`config.mk`:
```
export PLATFORM = sky130hd
export DESIGN_NAME = ctlcop_regfile
export DESIGN_NICKNAME = d
export VERILOG_FILES = /design/src/rtl/ctlcop_pkg.sv /design/src/rtl/ctlcop_store.sv /design/src/rtl/ctlcop_cmd_dec.sv /design/src/rtl/ctlcop_err.sv /design/src/rtl/ctlcop_regfile.sv
export SDC_FILE = /design/constraint.sdc
export NUM_CORES = 1
export LEC_CHECK = 0
export BUFFER_PORTS_ARGS = -buffer_cell sky130_fd_sc_hd__buf_2
export CAP_MARGIN = 20
export CORE_AREA = 2 2 168 137
export DETAILED_ROUTE_END_ITERATION = 6
export DIE_AREA = 0 0 170 139
export GPL_ROUTABILITY_DRIVEN = 0
export PLACE_DENSITY = 0.59
export REMOVE_ABC_BUFFERS = 1
export SYNTH_ARGS = -nofsm -noshare
export SYNTH_HDL_FRONTEND = slang
export SYNTH_HIERARCHICAL = 1
export SYNTH_SLANG_ARGS = --single-unit
```
`constraint.sdc`:
```
create_clock -name clk -period 3.95 [get_ports clk]
set_clock_uncertainty 0.15 [all_clocks]
set_input_delay 0.79 -clock clk [delete_from_list [all_inputs] [get_ports clk]]
set_output_delay 0.79 -clock clk [all_outputs]
set_load 0.01 [all_outputs]
```
`src/rtl/ctlcop_pkg.sv`:
```
package ctlcop_pkg;

  localparam int CMD_N   = 8;
  localparam int HOLD_N  = 4;
  localparam int RN_ID    = 0;
  localparam int RN_FIRST = 1;
  localparam int RN_CACHE = 5;
  localparam int RN_TLB   = 6;
  localparam int TLB_LO   = 2;
  localparam int TLB_HI   = 6;

  typedef enum logic [2:0] {
    CC_INV_BOTH  = 3'd0,
    CC_INV_I     = 3'd1,
    CC_INV_D     = 3'd2,
    CC_CLEAN_D   = 3'd3,
    CC_FLUSH_D   = 3'd4,
    CC_INV_LINE  = 3'd5,
    CC_CLEAN_LN  = 3'd6,
    CC_FLUSH_LN  = 3'd7
  } cache_op_e;

  localparam logic [CMD_N-1:0] LINE_MASK =
    (8'd1 << CC_INV_LINE) | (8'd1 << CC_CLEAN_LN) | (8'd1 << CC_FLUSH_LN);

  function automatic logic [CMD_N-1:0] cache_decode(input logic [31:0] op);
    logic [CMD_N-1:0] v;
    v = '0;
    case (op)
      32'd28: v[CC_INV_BOTH] = 1'b1;
      32'd20: v[CC_INV_I]    = 1'b1;
      32'd12: v[CC_INV_D]    = 1'b1;
      32'd10: v[CC_CLEAN_D]  = 1'b1;
      32'd14: v[CC_FLUSH_D]  = 1'b1;
      32'd13: v[CC_INV_LINE] = 1'b1;
      32'd11: v[CC_CLEAN_LN] = 1'b1;
      32'd15: v[CC_FLUSH_LN] = 1'b1;
      default: v = '0;
    endcase
    return v;
  endfunction

endpackage

```
`src/rtl/ctlcop_store.sv`:
```
module ctlcop_store
  import ctlcop_pkg::*;
#(
  parameter int DATA_W = 32,
  parameter int REG_W  = 4,
  parameter int OP_W   = 9,
  parameter logic [DATA_W-1:0] ID_WORD    = '0,
  parameter logic [DATA_W-1:0] CTYPE_WORD = '0
) (
  input  logic              clk,
  input  logic              rst,
  input  logic              wr_en,
  input  logic              rd_en,
  input  logic [REG_W-1:0]  reg_num,
  input  logic [OP_W-1:0]   op_code,
  input  logic [DATA_W-1:0] wr_data,
  output logic [DATA_W-1:0] rd_data,
  output logic              rd_bad
);

  logic [DATA_W-1:0] hold_q [HOLD_N];
  logic              rd_hit;

  for (genvar i = 0; i < HOLD_N; i++) begin : g_hold
    localparam logic [REG_W-1:0] MY_NUM = REG_W'(RN_FIRST + i);

    always_ff @(posedge clk) begin
      if (rst) begin
        hold_q[i] <= '0;
      end else if (wr_en && reg_num == MY_NUM && op_code == '0) begin
        hold_q[i] <= wr_data;
      end
    end

    AST_HOLD_KEEP: assert property (@(posedge clk) disable iff (rst)
      (wr_en && op_code != '0) |=> $stable(hold_q[i]))
      else $error("held word changed on bad op");
  end

  always_comb begin
    rd_data = '0;
    rd_hit  = 1'b0;
    if (rd_en) begin
      if (reg_num == REG_W'(RN_ID)) begin
        if (op_code == '0) begin
          rd_data = ID_WORD;
          rd_hit  = 1'b1;
        end else if (op_code == OP_W'(1)) begin
          rd_data = CTYPE_WORD;
          rd_hit  = 1'b1;
        end
      end else if (op_code == '0) begin
        for (int k = 0; k < HOLD_N; k++) begin
          if (reg_num == REG_W'(RN_FIRST + k)) begin
            rd_data = hold_q[k];
            rd_hit  = 1'b1;
          end
        end
      end
    end
  end

  assign rd_bad = rd_en && !rd_hit;

  AST_RD_IDLE_ZERO: assert property (@(posedge clk) disable iff (rst)
    !rd_en |-> rd_data == '0)
    else $error("read data nonzero while idle");

endmodule

```
`src/rtl/ctlcop_cmd_dec.sv`:
```
module ctlcop_cmd_dec
  import ctlcop_pkg::*;
#(
  parameter int DATA_W = 32,
  parameter int REG_W  = 4,
  parameter int OP_W   = 9
) (
  input  logic              clk,
  input  logic              rst,
  input  logic              wr_en,
  input  logic [REG_W-1:0]  reg_num,
  input  logic [OP_W-1:0]   op_code,
  input  logic [DATA_W-1:0] wr_data,
  output logic [CMD_N-1:0]  cache_cmd_q,
  output logic [DATA_W-1:0] line_addr_q,
  output logic              tlb_q,
  output logic              wr_bad
);

  logic [CMD_N-1:0]  cmd_d;
  logic [DATA_W-1:0] line_d;
  logic              tlb_d;
  logic              hold_hit;

  always_comb begin
    hold_hit = wr_en && op_code == '0 &&
               reg_num >= REG_W'(RN_FIRST) &&
               reg_num <= REG_W'(RN_FIRST + HOLD_N - 1);
    cmd_d    = (wr_en && reg_num == REG_W'(RN_CACHE)) ?
               cache_decode(32'(op_code)) : '0;
    tlb_d    = wr_en && reg_num == REG_W'(RN_TLB) &&
               op_code >= OP_W'(TLB_LO) && op_code <= OP_W'(TLB_HI);
    line_d   = (|(cmd_d & LINE_MASK)) ? wr_data : '0;
    wr_bad   = wr_en && !(hold_hit || (|cmd_d) || tlb_d);
  end

  always_ff @(posedge clk) begin
    if (rst) begin
      cache_cmd_q <= '0;
      line_addr_q <= '0;
      tlb_q       <= 1'b0;
    end else begin
      cache_cmd_q <= cmd_d;
      line_addr_q <= line_d;
      tlb_q       <= tlb_d;
    end
  end

  AST_CMD_ONEHOT: assert property (@(posedge clk) disable iff (rst)
    $onehot0(cache_cmd_q))
    else $error("cache command not one-hot");

  AST_CMD_NEEDS_WRITE: assert property (@(posedge clk) disable iff (rst)
    (|cache_cmd_q) |-> $past(wr_en))
    else $error("cache command without write");

  AST_LINE_ADDR_GATED: assert property (@(posedge clk) disable iff (rst)
    (line_addr_q != '0) |-> (|(cache_cmd_q & LINE_MASK)))
    else $error("line address outside line command");

  AST_TLB_ALONE: assert property (@(posedge clk) disable iff (rst)
    tlb_q |-> (cache_cmd_q == '0 && $past(wr_en)))
    else $error("tlb pulse overlaps cache command");

endmodule

```
`src/rtl/ctlcop_err.sv`:
```
module ctlcop_err (
  input  logic clk,
  input  logic rst,
  input  logic rd_bad,
  input  logic wr_bad,
  input  logic irq_req,
  input  logic irq_disable,
  output logic err_q,
  output logic irq_accept
);

  always_ff @(posedge clk) begin
    if (rst) err_q <= 1'b0;
    else     err_q <= rd_bad | wr_bad;
  end

  assign irq_accept = irq_req & ~irq_disable;

endmodule

```
`src/rtl/ctlcop_regfile.sv`:
```
module ctlcop_regfile
  import ctlcop_pkg::*;
#(
  parameter int DATA_W = 32,
  parameter int REG_W  = 4,
  parameter int OP_W   = 9,
  parameter logic [DATA_W-1:0] ID_WORD    = 32'h4D11_0863,
  parameter logic [DATA_W-1:0] CTYPE_WORD = 32'h0D17_2192
) (
  input  logic              clk,
  input  logic              rst,
  input  logic              wr_en,
  input  logic              rd_en,
  input  logic [REG_W-1:0]  reg_num,
  input  logic [OP_W-1:0]   op_code,
  input  logic [DATA_W-1:0] wr_data,
  output logic [DATA_W-1:0] rd_data,
  output logic [CMD_N-1:0]  cache_cmd,
  output logic [DATA_W-1:0] cache_line_addr,
  output logic              tlb_flush_all,
  output logic              acc_err,
  input  logic              irq_req,
  input  logic              irq_disable,
  output logic              irq_accept
);

  logic rd_bad;
  logic wr_bad;

  ctlcop_store #(
    .DATA_W(DATA_W), .REG_W(REG_W), .OP_W(OP_W),
    .ID_WORD(ID_WORD), .CTYPE_WORD(CTYPE_WORD)
  ) u_store (
    .clk(clk), .rst(rst), .wr_en(wr_en), .rd_en(rd_en),
    .reg_num(reg_num), .op_code(op_code), .wr_data(wr_data),
    .rd_data(rd_data), .rd_bad(rd_bad)
  );

  ctlcop_cmd_dec #(
    .DATA_W(DATA_W), .REG_W(REG_W), .OP_W(OP_W)
  ) u_cmd (
    .clk(clk), .rst(rst), .wr_en(wr_en),
    .reg_num(reg_num), .op_code(op_code), .wr_data(wr_data),
    .cache_cmd_q(cache_cmd), .line_addr_q(cache_line_addr),
    .tlb_q(tlb_flush_all), .wr_bad(wr_bad)
  );

  ctlcop_err u_err (
    .clk(clk), .rst(rst), .rd_bad(rd_bad), .wr_bad(wr_bad),
    .irq_req(irq_req), .irq_disable(irq_disable),
    .err_q(acc_err), .irq_accept(irq_accept)
  );

  AST_RW_EXCLUSIVE: assert property (@(posedge clk) disable iff (rst)
    !(wr_en && rd_en))
    else $error("read and write in one cycle");

  AST_ERR_AFTER_ACCESS: assert property (@(posedge clk) disable iff (rst)
    acc_err |-> $past(wr_en || rd_en))
    else $error("error pulse without access");

  AST_IRQ_GATE: assert property (@(posedge clk) disable iff (rst)
    irq_accept |-> (irq_req && !irq_disable))
    else $error("interrupt taken while disabled");

endmodule

```
==> summary.txt, run 1 <==
Yosys
  • Share of the synthesized area in the top cell type: 50.5%
  • Fraction of registers with async set/reset: 0%
  • Area of the mapped netlist: 0.00761 mm^2
  • Synth Register Bits: 170
  • Cell taking the most area after synthesis: edfxtp_1
  • Post-synthesis sequential area ratio: 61.6%
  • Number of enable flip-flop cells after synthesis: 128
  • Main synth FF type: edfxtp_1
  • Warnings from Yosys: 6
  • Netlist cell types: 52
  • Area contributors post-synth: edfxtp_1, and2_1, dfxtp_1
  • Syn Inst Count: 609
  • Syn_area_per_cell: 12.5 um^2

Worst setup path
  • Worst EP arrival: 2800 ps
  • Crit path largest cell delay: 670 ps
  • CP Class: input port to output pin
  • Startpoint Class: input port
  • CP max FO: 10
  • WP data required: 3010 ps
  • CP Cell Sequence: buf_2 -> nor4b_1 -> nand4b_1 -> buf_4 -> o31ai_1 -> buf_2
  • Crit end category: output pin
  • Slowest CP cell: nor4b_1
  • Most used cell, CP: buf_2

Floorplanning
  • Starting Density: 34.5%
  • Die Height: 139 um
  • I/O Pins: 126
  • Rows: 49
  • Core area: 0.0221 mm^2
  • Die width: 170 um
  • Die Area: 0.0236 mm^2

CTS
  • Setup bufs post-CTS: 0
  • Post-CTS Hold Fix Bufs: 0
  • Total CTS buffers: 17
  • Clock sink count: 170
  • Maximum clock path buffer count: 2
  • Reg clk slew, reported paths: 70 ps
  • Resized Gates After CTS: 0
  • H-tree depth: 4
  • Clock Root Buffer: clkbuf_16
  • CTS tree: done

Timing
  • Unrepaired setup endpoints after global routing: false
  • Fin. max-slew vios: 0
  • Relative slew slack: 50.4%
  • Tmin final: 3740 ps
  • Fmax: 0.268 GHz
  • Fin. Hold Viols: 0
  • Setup TNS: 0 ps
  • Slew @ Worst Pin: 734 ps
  • Final setup violation count: 0
  • Ratio of final minimum period to clock period: 94.6%
  • Worst Hold Slack: 462 ps

Route
  • DRT Pass-1 Iters: 5
  • Number of remaining DRC errors: 0
  • Routed WL per cell: 18.5 um
  • Initial drt markers: 475
  • Via count: 5188
  • ANT nets after route: 0
  • Final WL: 19.3 mm
  • Vias per inst: 4.98

Cells and area
  • Layout cells sized above 1: 31.1%
  • Fillers: 2128
  • Nets: 799
  • Layout area overhead: 22.1%
  • Most frequent cells in the layout: and2_1, edfxtp_1, buf_2, nor2_1, dfxtp_1
  • Most common cell after layout, fill and taps aside: and2_1
  • Antenna fix cells: 0

GRT
  • Grt ovf: 0
  • First-pass GRT wire length: 29.6 mm
  • Largest net degree at the start of global routing: 33
  • Initial antenna violation count: 0
  • Vias in the first global route: 5063
  • Total global-route track usage: 16.7%

Run status
  • Status: completed

Worst hold path
  • Worst min path class: input port to register

Power
  • Total power: 3.99 mW
  • Peak VDD IR: 0.000179 V
  • PwrDens: 429 mW/mm^2
  • P_leak: 3.74 nW

Flow run
  • Total of max-cap violations: 0

Place
  • Number of port buffers: 125
  • Final HPWL DP: 12.6 mm
path summary, 6_finish.rpt:
kind              slack, ps         from  cells after the start                    end
setup / recovery        210   op_code[3]                      6            rd_data[27]
hold / removal          460  wr_data[30]                      2  u_cmd/line_addr_q[30]
area by class of cell:
type / count / area, um^2 / area share (%)
repair buffers: 160 / 926 / 9.97
inverters: 6 / 22.5 / 0.242
well taps: 280 / 350 / 3.77
multi-input cells: 393 / 2700 / 29.1
clock buffers: 18 / 439 / 4.73
clock inverters: 14 / 166 / 1.79
flip-flops and latches: 170 / 4680 / 50.4
critical path: cells and delay by family:
family,cells,cell delay [ps]
AOI/OAI and AO/OA,1,430
buffers and inverters,3,640
and+or+nand+nor,2,950
per-stage QoR:
step	setup slack (ps)	utilization [%]	instance area, um^2	instances
2_1_floorplan	642	-	7390	569
4_1_cts	224	42.1	9290	1041
5_1_grt	130	42.1	9290	1041
6_report	213	42.1	9290	1041
3_5_place_dp	244	39.3	8680	1009
3_3_place_gp	212	39.3	8680	1009
per-layer routing:
layer / part of all wire (%) / GRT usage [%] / vias to the layer above
li1: - / - / 2474
met1: 50 / 24.1 / 2548
met2: 45 / 26.2 / 158
met3: 4.4 / 3.05 / 8
met4: 0.54 / 3.96 / 0
met5: 0 / 0 / -
Yosys cell counts, drive strengths merged, types with 4 or more instances:
cell	n
mux2i	17
nor3b	4
nor3	8
a21oi	18
and2	161
nand4b	4
clkbuf	25
edfxtp	128
dfxtp	42
inv	6
o31ai	12
mux2	15
nor2	53
nand2	10
a22o	15
a211o	5
a211oi	14
buf	15
a22oi	15
nor2b	4
nor4	6
where the power goes:
group          switching, mW  internal, mW
clock network          0.727          1.02
registers             0.0179          1.98
logic                  0.155        0.0935
total                  0.900          3.09
logic make-up (layout without fill, tap and decap cells):
logic type | Yosys count | in the layout | share of synthesized area, %
AO/OA/AOI/OAI | 91 | 91 | 8.88
flip-flops | 170 | 170 | 61.6
buffers and inverters | 46 | 198 | 3.14
multiplexers | 32 | 32 | 4.46
AND/OR/NAND/NOR | 270 | 270 | 21.9
flip-flops by register name, summed over array words and instances (netlist names):
signal and flops:
u_err/err_q 1, u_cmd/tlb_q 1, u_store/hold_q 128, u_cmd/line_addr_q 32, u_cmd/cache_cmd_q 8
Note: power is estimated with default switching activity, not from simulation.
==> run 2, diff against run 1 <==
--- a/config.mk
+++ b/config.mk
@@ -8,6 +8,7 @@
 export BUFFER_PORTS_ARGS = -buffer_cell sky130_fd_sc_hd__buf_2
 export CAP_MARGIN = 20
 export CORE_AREA = 2 2 168 137
+export CTS_BUF_LIST = sky130_fd_sc_hd__clkbuf_4 sky130_fd_sc_hd__clkbuf_8
 export DETAILED_ROUTE_END_ITERATION = 6
 export DIE_AREA = 0 0 170 139
 export GPL_ROUTABILITY_DRIVEN = 0
==> summary.txt, run 2 (synthesis results as in run 1) <==
Cells and area
  • Reg with most FFs: u_store/hold_q
  • Largest regs: u_store/hold_q x128, u_cmd/line_addr_q x32, u_cmd/cache_cmd_q x8
  • Antenna fix cells: 0
  • Most common cell after layout, fill and taps aside: and2_1
  • Fillers: 2139
  • Multi-input gate area: 0.00270 mm^2
  • Max reg flops: 128
  • Non-Filler Instances: 1041
  • Final Util: 41.2%
  • Register area: 0.00468 mm^2
  • Layout cells sized above 1: 31.1%
  • Nets: 799
  • Layout area overhead: 19.6%
  • Most frequent cells in the layout: and2_1, edfxtp_1, buf_2, nor2_1, dfxtp_1

Worst setup path
  • Crit end category: output pin
  • Startpoint Class: input port
  • CP max FO: 10
  • WP data required: 3010 ps
  • Crit path largest cell delay: 620 ps
  • Worst EP arrival: 2770 ps
  • Slowest CP cell: nor4b_1
  • CP Class: input port to output pin
  • CP Cell Sequence: buf_2 -> nor4b_1 -> nand4b_1 -> buf_4 -> o31ai_1 -> buf_2
  • Most used cell, CP: buf_2

Timing
  • Setup TNS: 0 ps
  • Relative slew slack: 50.9%
  • Fin. Hold Viols: 0
  • Slew @ Worst Pin: 732 ps
  • Post-route worst setup slack: 236 ps
  • Final setup violation count: 0
  • Fin. max-slew vios: 0
  • Tmin final: 3710 ps
  • Fmax: 0.269 GHz
  • Unrepaired setup endpoints after global routing: false
  • Ratio of final minimum period to clock period: 94.0%

Route
  • Number of remaining DRC errors: 0
  • Routed WL per cell: 18.6 um
  • Initial drt markers: 435
  • Via count: 5171
  • Final WL: 19.4 mm
  • ANT nets after route: 0
  • DRT Pass-1 Iters: 5
  • Vias per inst: 4.97

CTS
  • Clock Root Buffer: clkbuf_8
  • Total CTS buffers: 17
  • Reg clk slew, reported paths: 100 ps
  • Resized Gates After CTS: 0
  • Clock sink count: 170
  • H-tree depth: 4
  • CTS tree: done
  • Post-CTS Hold Fix Bufs: 0
  • Setup bufs post-CTS: 0
  • Maximum clock path buffer count: 2

GRT
  • First-pass GRT wire length: 29.6 mm
  • Largest net degree at the start of global routing: 33
  • Vias in the first global route: 5044
  • Total global-route track usage: 16.8%
  • Grt ovf: 0
  • Initial antenna violation count: 0

Place
  • Worst slack, placed: 244 ps
  • Placed insts: 1009
  • Final HPWL DP: 12.6 mm
  • Number of port buffers: 125

Floorplanning
  • Starting Density: 34.5%
  • Rows: 49
  • I/O Pins: 126
  • Die Height: 139 um
  • Core area: 0.0221 mm^2
  • Die width: 170 um
  • Die Area: 0.0236 mm^2

Power
  • P_leak: 3.66 nW
  • Total power: 3.57 mW
  • PwrDens: 392 mW/mm^2
  • Peak VDD IR: 0.000157 V

Run status
  • Status: completed

Worst hold path
  • Worst min path class: input port to register

Flow run
  • Total of max-cap violations: 0
run 2: cell count changes in the layout (fill, tap and decap cells not counted):
cell | before | now
clkbuf_8 | 1 | 18
clkbuf_16 | 17 | 0
run 2: stage by stage:
stage / hold slack (ps) / instance area (um^2)
finish: 419 / 9100
global route: 405 / 9100
detailed placement: 898 / 8680
floorplan: 712 / 7390
global placement: 898 / 8680
CTS: 379 / 9100
run 2: worst paths after layout:
path | startpoint | end | cells past startpoint
worst max-delay path | op_code[3] | rd_data[27] | 6
worst min-delay path | wr_data[30] | u_cmd/line_addr_q[30] | 2
run 2: final cells by class:
type | instances | area share [%]
Multi-Input combinational cell | 393 | 29.7
Sequential cell | 170 | 51.5
Inverter | 6 | 0.248
Clock buffer | 18 | 2.72
Clock inverter | 14 | 1.83
Tap cell | 280 | 3.85
Timing Repair Buffer | 160 | 10.2
run 2: metal layers:
| metal | vias to the layer above | track usage [%] | wire, um |
|---|---|---|---|
| met2 | 166 | 26.2 | 8820 |
| met4 | 0 | 4.36 | 134 |
| met1 | 2523 | 23.9 | 9490 |
| met5 | - | 0 | 0 |
| li1 | 2470 | - | - |
| met3 | 12 | 3.51 | 909 |
run 2: critical path, delay by kind of cell:
family / cells / cell delay (ps)
simple gates: 2 / 910
buf+inv: 3 / 640
compound gates: 1 / 430
run 2: report_power, final:
part,internal [mW],switching (mW)
combinational,0.0935,0.156
clock,0.645,0.678
sequential,1.98,0.0179
